File: config.mk
export PLATFORM = sky130hd
export DESIGN_NAME = ipc_mailbox
export DESIGN_NICKNAME = d
export VERILOG_FILES = /design/src/rtl/ipc_pkg.sv /design/src/rtl/ipc_fifo.sv /design/src/rtl/ipc_side.sv /design/src/rtl/ipc_mailbox.sv
export SDC_FILE = /design/constraint.sdc
export NUM_CORES = 1
export LEC_CHECK = 0
export CORE_MARGIN = 4
export CORE_UTILIZATION = 40
export DETAILED_ROUTE_END_ITERATION = 16
export GPL_TIMING_DRIVEN = 1
export PLACE_DENSITY_LB_ADDON = 0.3
export SYNTH_ARGS = -nofsm -noshare
export SYNTH_HDL_FRONTEND = slang
export SYNTH_HIERARCHICAL = 1
export SYNTH_SLANG_ARGS = --single-unit
File: constraint.sdc
create_clock -name clk -period 9.1 [get_ports clk]
set_input_delay 1.82 -clock clk [delete_from_list [all_inputs] [get_ports clk]]
set_output_delay 1.82 -clock clk [all_outputs]
set_load 0.005 [all_outputs]
File: src/rtl/ipc_pkg.sv
package ipc_pkg;
  localparam int REG_W = 32;
  localparam int NIB_W = 4;

  typedef enum logic [1:0] {
    SEL_SYNC = 2'd0,
    SEL_CTRL = 2'd1,
    SEL_SEND = 2'd2,
    SEL_RECV = 2'd3
  } sel_e;

  // control register bit positions
  localparam int CB_SEMPTY = 0;
  localparam int CB_SFULL  = 1;
  localparam int CB_IE_LO  = 2;
  localparam int CB_FLUSH  = 3;
  localparam int CB_REMPTY = 8;
  localparam int CB_RFULL  = 9;
  localparam int CB_IE_HI  = 10;
  localparam int CB_ERR    = 14;
  localparam int CB_EN     = 15;

  // sync register fields
  localparam int SY_IN_LSB  = 0;
  localparam int SY_OUT_LSB = 8;
  localparam int SY_AUX_LSB = 13;
endpackage

File: src/rtl/ipc_fifo.sv
module ipc_fifo #(
  parameter int DW    = 32,
  parameter int DEPTH = 16
) (
  input  logic          clk,
  input  logic          rst_n,
  input  logic          wr_req,
  input  logic [DW-1:0] wdata,
  input  logic          rd_req,
  input  logic          rd_pop,
  input  logic          flush,
  output logic [DW-1:0] rd_word,
  output logic          empty,
  output logic          full,
  output logic          wr_drop,
  output logic          rd_err
);
  localparam int AW = (DEPTH > 1) ? $clog2(DEPTH) : 1;
  localparam int CW = $clog2(DEPTH + 1);

  logic [DW-1:0] mem [DEPTH];
  logic [AW-1:0] rp, wp;
  logic [CW-1:0] cnt;
  logic [DW-1:0] last_q;
  logic          do_pop, do_push;

  function automatic logic [AW-1:0] nxt(input logic [AW-1:0] p);
    return (p == AW'(DEPTH - 1)) ? '0 : p + AW'(1);
  endfunction

  assign empty   = (cnt == '0);
  assign full    = (cnt == CW'(DEPTH));
  assign do_pop  = rd_req & rd_pop & ~empty & ~flush;
  assign do_push = wr_req & ~flush & (~full | do_pop);
  assign wr_drop = wr_req & ~flush & full & ~do_pop;
  assign rd_err  = rd_req & empty;
  assign rd_word = empty ? last_q : mem[rp];

  always_ff @(posedge clk) begin
    if (do_push) mem[wp] <= wdata;
  end

  always_ff @(posedge clk or negedge rst_n) begin
    if (!rst_n) begin
      rp     <= '0;
      wp     <= '0;
      cnt    <= '0;
      last_q <= '0;
    end else begin
      if (rd_req && !empty) last_q <= mem[rp];
      if (flush) begin
        rp  <= '0;
        wp  <= '0;
        cnt <= '0;
      end else begin
        if (do_push) wp <= nxt(wp);
        if (do_pop)  rp <= nxt(rp);
        cnt <= cnt + CW'(do_push) - CW'(do_pop);
      end
    end
  end

  AST_NO_OVERFLOW: assert property (@(posedge clk) disable iff (!rst_n) cnt <= CW'(DEPTH));
  AST_FULL_DROP_KEEPS: assert property (@(posedge clk) disable iff (!rst_n) wr_drop |=> $stable(cnt));
  AST_PEEK_KEEPS: assert property (@(posedge clk) disable iff (!rst_n) (rd_req && !rd_pop && !wr_req && !flush) |=> $stable(cnt));
  AST_FLUSH_EMPTIES: assert property (@(posedge clk) disable iff (!rst_n) flush |=> empty);
  AST_BOTH_KEEP_COUNT: assert property (@(posedge clk) disable iff (!rst_n) (do_push && do_pop) |=> $stable(cnt));
endmodule

File: src/rtl/ipc_side.sv
module ipc_side
  import ipc_pkg::*;
#(
  parameter int DW = 32
) (
  input  logic                clk,
  input  logic                rst_n,
  input  logic                rd,
  input  logic                wr,
  input  logic [1:0]          sel,
  input  logic [1:0]          be,
  input  logic [15:0]         wdata,
  input  logic [NIB_W-1:0]    peer_nib,
  input  logic                own_empty,
  input  logic                own_full,
  input  logic                peer_empty,
  input  logic                peer_full,
  input  logic [DW-1:0]       rx_word,
  input  logic                err_evt,
  output logic [DW-1:0]       rdata,
  output logic                en,
  output logic                flush,
  output logic                push_req,
  output logic                pull_req,
  output logic [NIB_W-1:0]    out_nib
);
  logic [15:0]      wmask;
  logic [NIB_W-1:0] out_q;
  logic [1:0]       aux_q;
  logic             en_q, err_q, ie_lo_q, ie_hi_q;
  logic             sync_wr, ctrl_wr, err_clr;
  logic [15:0]      sync_rd, ctrl_rd;

  for (genvar k = 0; k < 2; k++) begin : g_lane
    assign wmask[8*k +: 8] = {8{be[k]}};
  end

  assign sync_wr  = wr && (sel == SEL_SYNC);
  assign ctrl_wr  = wr && (sel == SEL_CTRL);
  assign err_clr  = ctrl_wr & wmask[CB_ERR] & wdata[CB_ERR];
  assign flush    = ctrl_wr & wmask[CB_FLUSH] & wdata[CB_FLUSH];
  assign push_req = wr && (sel == SEL_SEND) && en_q;
  assign pull_req = rd && (sel == SEL_RECV);
  assign en       = en_q;
  assign out_nib  = out_q;

  function automatic logic upd(input logic old, input logic [15:0] m,
                               input logic [15:0] d, input int idx);
    return m[idx] ? d[idx] : old;
  endfunction

  always_ff @(posedge clk or negedge rst_n) begin
    if (!rst_n) begin
      out_q   <= '0;
      aux_q   <= '0;
      en_q    <= 1'b0;
      err_q   <= 1'b0;
      ie_lo_q <= 1'b0;
      ie_hi_q <= 1'b0;
    end else begin
      if (sync_wr) begin
        for (int i = 0; i < NIB_W; i++)
          out_q[i] <= upd(out_q[i], wmask, wdata, SY_OUT_LSB + i);
        for (int i = 0; i < 2; i++)
          aux_q[i] <= upd(aux_q[i], wmask, wdata, SY_AUX_LSB + i);
      end
      if (ctrl_wr) begin
        en_q    <= upd(en_q, wmask, wdata, CB_EN);
        ie_lo_q <= upd(ie_lo_q, wmask, wdata, CB_IE_LO);
        ie_hi_q <= upd(ie_hi_q, wmask, wdata, CB_IE_HI);
      end
      if (err_evt)      err_q <= 1'b1;
      else if (err_clr) err_q <= 1'b0;
    end
  end

  always_comb begin
    sync_rd = '0;
    sync_rd[SY_IN_LSB  +: NIB_W] = peer_nib;
    sync_rd[SY_OUT_LSB +: NIB_W] = out_q;
    sync_rd[SY_AUX_LSB +: 2]     = aux_q;
    ctrl_rd = '0;
    ctrl_rd[CB_SEMPTY] = own_empty;
    ctrl_rd[CB_SFULL]  = own_full;
    ctrl_rd[CB_IE_LO]  = ie_lo_q;
    ctrl_rd[CB_REMPTY] = peer_empty;
    ctrl_rd[CB_RFULL]  = peer_full;
    ctrl_rd[CB_IE_HI]  = ie_hi_q;
    ctrl_rd[CB_ERR]    = err_q;
    ctrl_rd[CB_EN]     = en_q;
    unique case (sel)
      SEL_SYNC: rdata = DW'(sync_rd);
      SEL_CTRL: rdata = DW'(ctrl_rd);
      SEL_RECV: rdata = rx_word;
      default:  rdata = '0;
    endcase
  end

  AST_ERR_STICKY: assert property (@(posedge clk) disable iff (!rst_n) (err_q && !err_clr) |=> err_q);
  AST_ERR_CLEARS: assert property (@(posedge clk) disable iff (!rst_n) (err_clr && !err_evt) |=> !err_q);
  AST_ERR_ON_EVENT: assert property (@(posedge clk) disable iff (!rst_n) err_evt |=> err_q);
endmodule

File: src/rtl/ipc_mailbox.sv
module ipc_mailbox
  import ipc_pkg::*;
#(
  parameter int DEPTH = 16
) (
  input  logic             clk,
  input  logic             rst_n,
  input  logic             a_rd,
  input  logic             a_wr,
  input  logic [1:0]       a_sel,
  input  logic [3:0]       a_be,
  input  logic [REG_W-1:0] a_wdata,
  output logic [REG_W-1:0] a_rdata,
  input  logic             b_rd,
  input  logic             b_wr,
  input  logic [1:0]       b_sel,
  input  logic [3:0]       b_be,
  input  logic [REG_W-1:0] b_wdata,
  output logic [REG_W-1:0] b_rdata
);
  localparam int NS = 2;

  logic             rd [NS];
  logic             wr [NS];
  logic [1:0]       sel [NS];
  logic [3:0]       be [NS];
  logic [REG_W-1:0] wdat [NS];
  logic [REG_W-1:0] rdat [NS];
  logic [REG_W-1:0] head [NS];
  logic [NIB_W-1:0] nib [NS];
  logic             en [NS], flush [NS], push_req [NS], pull_req [NS];
  logic             empty [NS], full [NS], wr_drop [NS], rd_err [NS];
  logic             unused_hi_be;

  assign rd[0] = a_rd;  assign wr[0] = a_wr;  assign sel[0] = a_sel;
  assign be[0] = a_be;  assign wdat[0] = a_wdata;
  assign rd[1] = b_rd;  assign wr[1] = b_wr;  assign sel[1] = b_sel;
  assign be[1] = b_be;  assign wdat[1] = b_wdata;
  assign a_rdata = rdat[0];
  assign b_rdata = rdat[1];
  assign unused_hi_be = ^{a_be[3:2], b_be[3:2]};

  for (genvar g = 0; g < NS; g++) begin : g_side
    localparam int P = NS - 1 - g;

    ipc_side #(.DW(REG_W)) u_side (
      .clk        (clk),
      .rst_n      (rst_n),
      .rd         (rd[g]),
      .wr         (wr[g]),
      .sel        (sel[g]),
      .be         (be[g][1:0]),
      .wdata      (wdat[g][15:0]),
      .peer_nib   (nib[P]),
      .own_empty  (empty[g]),
      .own_full   (full[g]),
      .peer_empty (empty[P]),
      .peer_full  (full[P]),
      .rx_word    (head[P]),
      .err_evt    (wr_drop[g] | rd_err[P]),
      .rdata      (rdat[g]),
      .en         (en[g]),
      .flush      (flush[g]),
      .push_req   (push_req[g]),
      .pull_req   (pull_req[g]),
      .out_nib    (nib[g])
    );

    ipc_fifo #(.DW(REG_W), .DEPTH(DEPTH)) u_fifo (
      .clk     (clk),
      .rst_n   (rst_n),
      .wr_req  (push_req[g]),
      .wdata   (wdat[g]),
      .rd_req  (pull_req[P]),
      .rd_pop  (en[P]),
      .flush   (flush[g]),
      .rd_word (head[g]),
      .empty   (empty[g]),
      .full    (full[g]),
      .wr_drop (wr_drop[g]),
      .rd_err  (rd_err[g])
    );
  end
endmodule

* Word-level counts from Yosys, hierarchy flattened
Memories as Yosys holds them, arrays and structs flattened.
Cells that the tools add are included.
** Storage, ports and cells
- Register bits after elaboration :: 110
- Memory bits (writable) :: 1024
- Bits of input ports :: 82
- Logic and storage cells :: 134
- Memories kept :: 2
** Memory list
- g_side[0].u_fifo.mem :: words 16, width 32, read ports 1, clocked after Yosys merged registers in 0, wr ports 1, RTL line ipc_fifo.sv:21 : logic [DW-1:0] mem [DEPTH];
- g_side[1].u_fifo.mem :: words 16, width 32, read ports 1, clocked after Yosys merged registers in 0, wr ports 1, RTL line ipc_fifo.sv:21
** Operators by class
- Add/subtract/negate cells :: 8
- Equal/unequal tests :: 12
- Multiplexer cells :: 26
- Bitwise operators :: 36
- Reduce and logical (&&, ||, !) cells :: 30
** Operators with widths (number)
- $pmux W32 S3 :: 2
- $mux W32 :: 2
- $mux W4 :: 12
- $and A1 B1 Y1 :: 24
- $add A4 B1 Y4 const B :: 4
- $eq A4 B4 Y1 const B :: 4
- $logic_and A1 B1 Y1 :: 12
- $reduce_and A2 Y1 :: 6
- $reduce_bool A2 Y1 :: 6
- $add A5 B1 Y5 :: 2
- $eq A5 B5 Y1 const B :: 2
- $logic_not A5 Y1 :: 2
- $mux W5 :: 2
- $sub A5 B1 Y5 :: 2
- $eq A2 B2 Y1 const B :: 4
- $mux W1 :: 8
- $not A1 Y1 :: 8
- $eq A2 B1 Y1 const B :: 2
- $logic_not A2 Y1 :: 2
- $or A1 B1 Y1 :: 4
- $logic_not A1 Y1 :: 2

* Longest topological paths before layout
- Depth in word-level cells :: 11
- Depth in mapped cells :: 14

* Hierarchy
Netlist, hierarchy kept.
** By module, submodules not included
- ipc_fifo (g_side[1].u_fifo) :: times used 1, cells each 1242, area each 22196.3 um2, seq. area each 16500.8 um2
- ipc_fifo (g_side[0].u_fifo) :: times used 1, cells each 1172, area each 21917.3 um2, seq. area each 16500.8 um2
- ipc_side :: times used 2, cells each 80, area each 833.3 um2, seq. area each 250.2 um2
- ipc_mailbox :: times used 1, cells each 2, area each 12.5 um2, seq. area each 0.0 um2

* Worst setup path after synthesis
OpenSTA, ideal clock, no wires.
- Kind :: input -> register
- Start point :: input port b_sel[0]
- End point :: memory g_side[0].u_fifo.mem[0][0], enable pin
- Library setup time :: 0.513 ns
- Data arrival time :: 6.248 ns
- Data required time :: 8.587 ns
- Setup slack :: 2.339 ns
- Cell stages on the path :: 7
- Cell sequence :: buf_6 > buf_2 > and3_1 > and2_1 > buf_2 > o21bai_1 > nor4b_1
** RTL lines
- start: declaration :: RTL line ipc_mailbox.sv:16 : input logic [1:0] b_sel,
- end: declaration :: RTL line ipc_fifo.sv:21

==> summary.txt <==
Status
  – Outcome: finished clean

Floorplanning
  – Core Box Area: 0.113 mm²
  – Cell Rows: between 100 and 150
  – Die Span X: 346 µm
  – Die Area: 0.120 mm²
  – Chip Height: 346 µm
  – Initial Util: 40.5%
  – Io pins: 146

CTS
  – Reg clk slew, reported paths: about 0.060 ns
  – Root Driver: clkbuf_16
  – H-tree depth: 3
  – CTS Buf Count: 114
  – Insertion delay to the later sink of the worst-skew pair: 0.71 ns
  – CTS tree: done
  – Post-CTS Hold Fix Bufs: 0
  – Post-CTS setup buffer count: 0
  – CTS sink count: 1134
  – Cts repair resizes: 0
  – Clock tree buffer depth: 3

Routing
  – Final WL: around 110000 µm
  – Drt initial violations: 2393
  – ANT nets after route: 0
  – DR vias/cell: around 5.7
  – Vias post-DR: 24600
  – DRT Pass-1 Iters: 5
  – DR DRC count: 0
  – Avg WL per Cell: approximately 26 µm

Run
  – Max_cap viols: 0

Setup path
  – Critical Path AT: 4.58 ns
  – Critical-path top delay cell: dfrtp_4
  – CP Cell Sequence: buf_4, mux4_2, o22ai_1, o31ai_1, o2bb2ai_1, clkdlybuf4s50_1
  – Top delay family on crit path: buffers and inverters
  – CP max stage delay: 0.81 ns
  – Critical path peak fanout: 42
  – Critical Path RT: between 7 and 8 ns
  – Critical path endpoint category: output port
  – Critical Path Source Type: register
  – CP Class: reg2out
  – CP Buf/Inv Count: 2

Logic synthesis
  – Post-synth top flop: edfxtp_1
  – Yosys cell types: 59
  – Post-Syn Nets: 2680
  – Syn Inst Count: 2576
  – Synthesized flop and latch total: 1134
  – Avg Cell Area, Syn: 17.8 µm²
  – Post-synth EDFFs: ~1000
  – Synth warnings: 6
  – Synth Cell Area: 0.0458 mm²
  – Register area share after synthesis: 73.2%
  – Synth async-reset ratio: approximately 9.7%

Layout
  – Fin area: 0.0526 mm²
  – Most frequent cells in the layout: edfxtp_1, mux2i_1, nand2_1
  – Area grow syn2layout: 14.8%
  – Layout cells sized above 1: 16.3%
  – Util after Layout: 46.5%
  – Fill cells: 9430
  – # nets final: roughly 2800
  – Commonest non-fill, non-tap cell in the layout: edfxtp_1

Global routing
  – Overall global routing resource usage: 18.8%
  – Number of antenna violations at the first check in global routing: 9
  – Grt ovf: 0
  – First-pass GRT wire length: between 150000 and 200000 µm
  – Pin count of the biggest net entering global routing: 65
  – Number of global-route vias before repair: 25300

Timing
  – Setup TNS: 0 ns
  – Final count of pins violating max slew: 0
  – Final period util: 70.3%
  – Hold Vio Cnt, Final: 0
  – # setup viols final: 0
  – Worst Tran Pin Value: roughly 1.2 ns
  – Worst setup margin: approximately 2.7 ns
  – Fmax achieved: 156 MHz
  – Minimum clock period: 6.40 ns
  – Skew final: 0.0289 ns
  – RSZ-0062 raised after global routing: no
  – Slew HR: 16.5%

Pwr
  – VDD IR-drop max: 0.175 mV
  – Pwr Total: roughly 14000 µW
  – Pwr dens: around 280 mW/mm²
  – Leak Pwr: 0.0173 µW

Placed design
  – Worst slack, placed: ~2.8 ns
  – Final HPWL DP: 63500 µm
  – Placed Area: 0.0487 mm²
  – I/O Buffers: about 140
  – Routability congestion estimate: 0.787

Worst hold path
  – Worst hold path class: reg2reg
-- per-stage QoR --
stage / instances / hold slack [ns]
floorplan: 2576 / 0.448
CTS: 4327 / 0.480
finish: 4333 / 0.479
global route: 4330 / 0.517
detailed placement: 4113 / 0.467
global placement: 4113 / 0.460
-- synth_stat cells, types with 15 or more instances --
cell type / n / area share [%]
o22ai_1: 32 / 0.44
buf_2: 62 / 0.68
mux2_2: 40 / 0.98
and3_1: 47 / 0.64
mux2i_1: 276 / 6.0
ha_1: 20 / 0.55
clkbuf_1: 50 / 0.41
mux4_2: 128 / 6.3
buf_6: 21 / 0.52
o211ai_1: 66 / 1.1
and2_1: 32 / 0.44
edfxtp_1: 1024 / 67
nand2_1: 264 / 2.2
inv_1: 15 / 0.12
o31ai_1: 65 / 1.1
buf_4: 28 / 0.46
a22oi_1: 128 / 2.1
dfrtp_1: 110 / 6.0
nor2_1: 26 / 0.21
-- cells by family after synthesis --
group                    Yosys count  synth area share, %
flip-flops                      1134                 73.2
multiplexers                     456                 13.7
AND/OR/NAND/NOR                  432                 4.56
AO/OA/AOI/OAI                    341                 5.49
buffers and inverters            179                 2.21
adder cells (fa/ha/maj)           22                0.634
XOR/XNOR                          12                0.230
-- worst min-delay path: cells and delay by family, from the launching register on --
family,cells,cell delay (ns)
flops,1,0.34
compound gates,1,0.05
simple gates,1,0.05
-- path summary, 6_finish.rpt --
kind,startpoint,end,slack (ns),depth (start not counted)
worst min-delay path,g_side[0].u_fifo/last_q[7]$_DFFE_PN0P_,g_side[0].u_fifo/last_q[7]$_DFFE_PN0P_,0.48,2
min in group asynchronous,rst_n,g_side[0].u_fifo/last_q[4]$_DFFE_PN0P_,1.21,1
worst max-delay path,g_side[0].u_fifo/rp[0]$_DFFE_PN0P_,b_rdata[8],2.70,6
worst min register to register,g_side[0].u_fifo/last_q[7]$_DFFE_PN0P_,g_side[0].u_fifo/last_q[7]$_DFFE_PN0P_,0.48,2
max in group asynchronous,rst_n,g_side[1].u_fifo/rp[1]$_DFFE_PN0P_,6.47,2
worst max register to register,g_side[1].u_fifo/cnt[3]$_DFF_PN0_,g_side[1].u_fifo/last_q[22]$_DFFE_PN0P_,5.53,7
-- registers in the layout, summed over array words and instances, names as in the netlist --
register               flops
g_side.u_fifo/mem       1024
g_side.u_fifo/last_q      64
g_side.u_fifo/cnt         10
g_side.u_fifo/rp           8
g_side.u_fifo/wp           8
g_side.u_side/out_nib      8
g_side.u_side/aux_q        4
g_side.u_side/en           2
g_side.u_side/err_q        2
g_side.u_side/ie_hi_q      2
g_side.u_side/ie_lo_q      2
-- metal layers --
layer	track usage (%)	wire length, µm	up-vias	part of all wire, %
met5	0	13	-	0.011
li1	-	-	10600	-
met4	5.29	2630	2	2.3
met3	3.62	8780	184	7.7
met2	30.5	55400	940	48
met1	25.9	47900	12900	42
-- final cells by class --
type / instances / area [µm²] / area share (%)
flip-flops and latches: 1134 / 33500 / 63.8
diodes: 6 / 15.0 / 0.0286
multi-input cells: 1263 / 11400 / 21.6
repair buffers: 199 / 1840 / 3.50
inverters: 17 / 65.1 / 0.124
well taps: 1500 / 1880 / 3.57
clock inverters: 63 / 762 / 1.45
clock buffers: 151 / 3110 / 5.92
-- report_power, final --
group,switching (µW),total [µW],internal (µW)
registers,305,6240,5940
clock network,1960,4770,2810
logic,1870,3450,1580
total,4130,14500,10300
(Power assumes the default switching activity.)
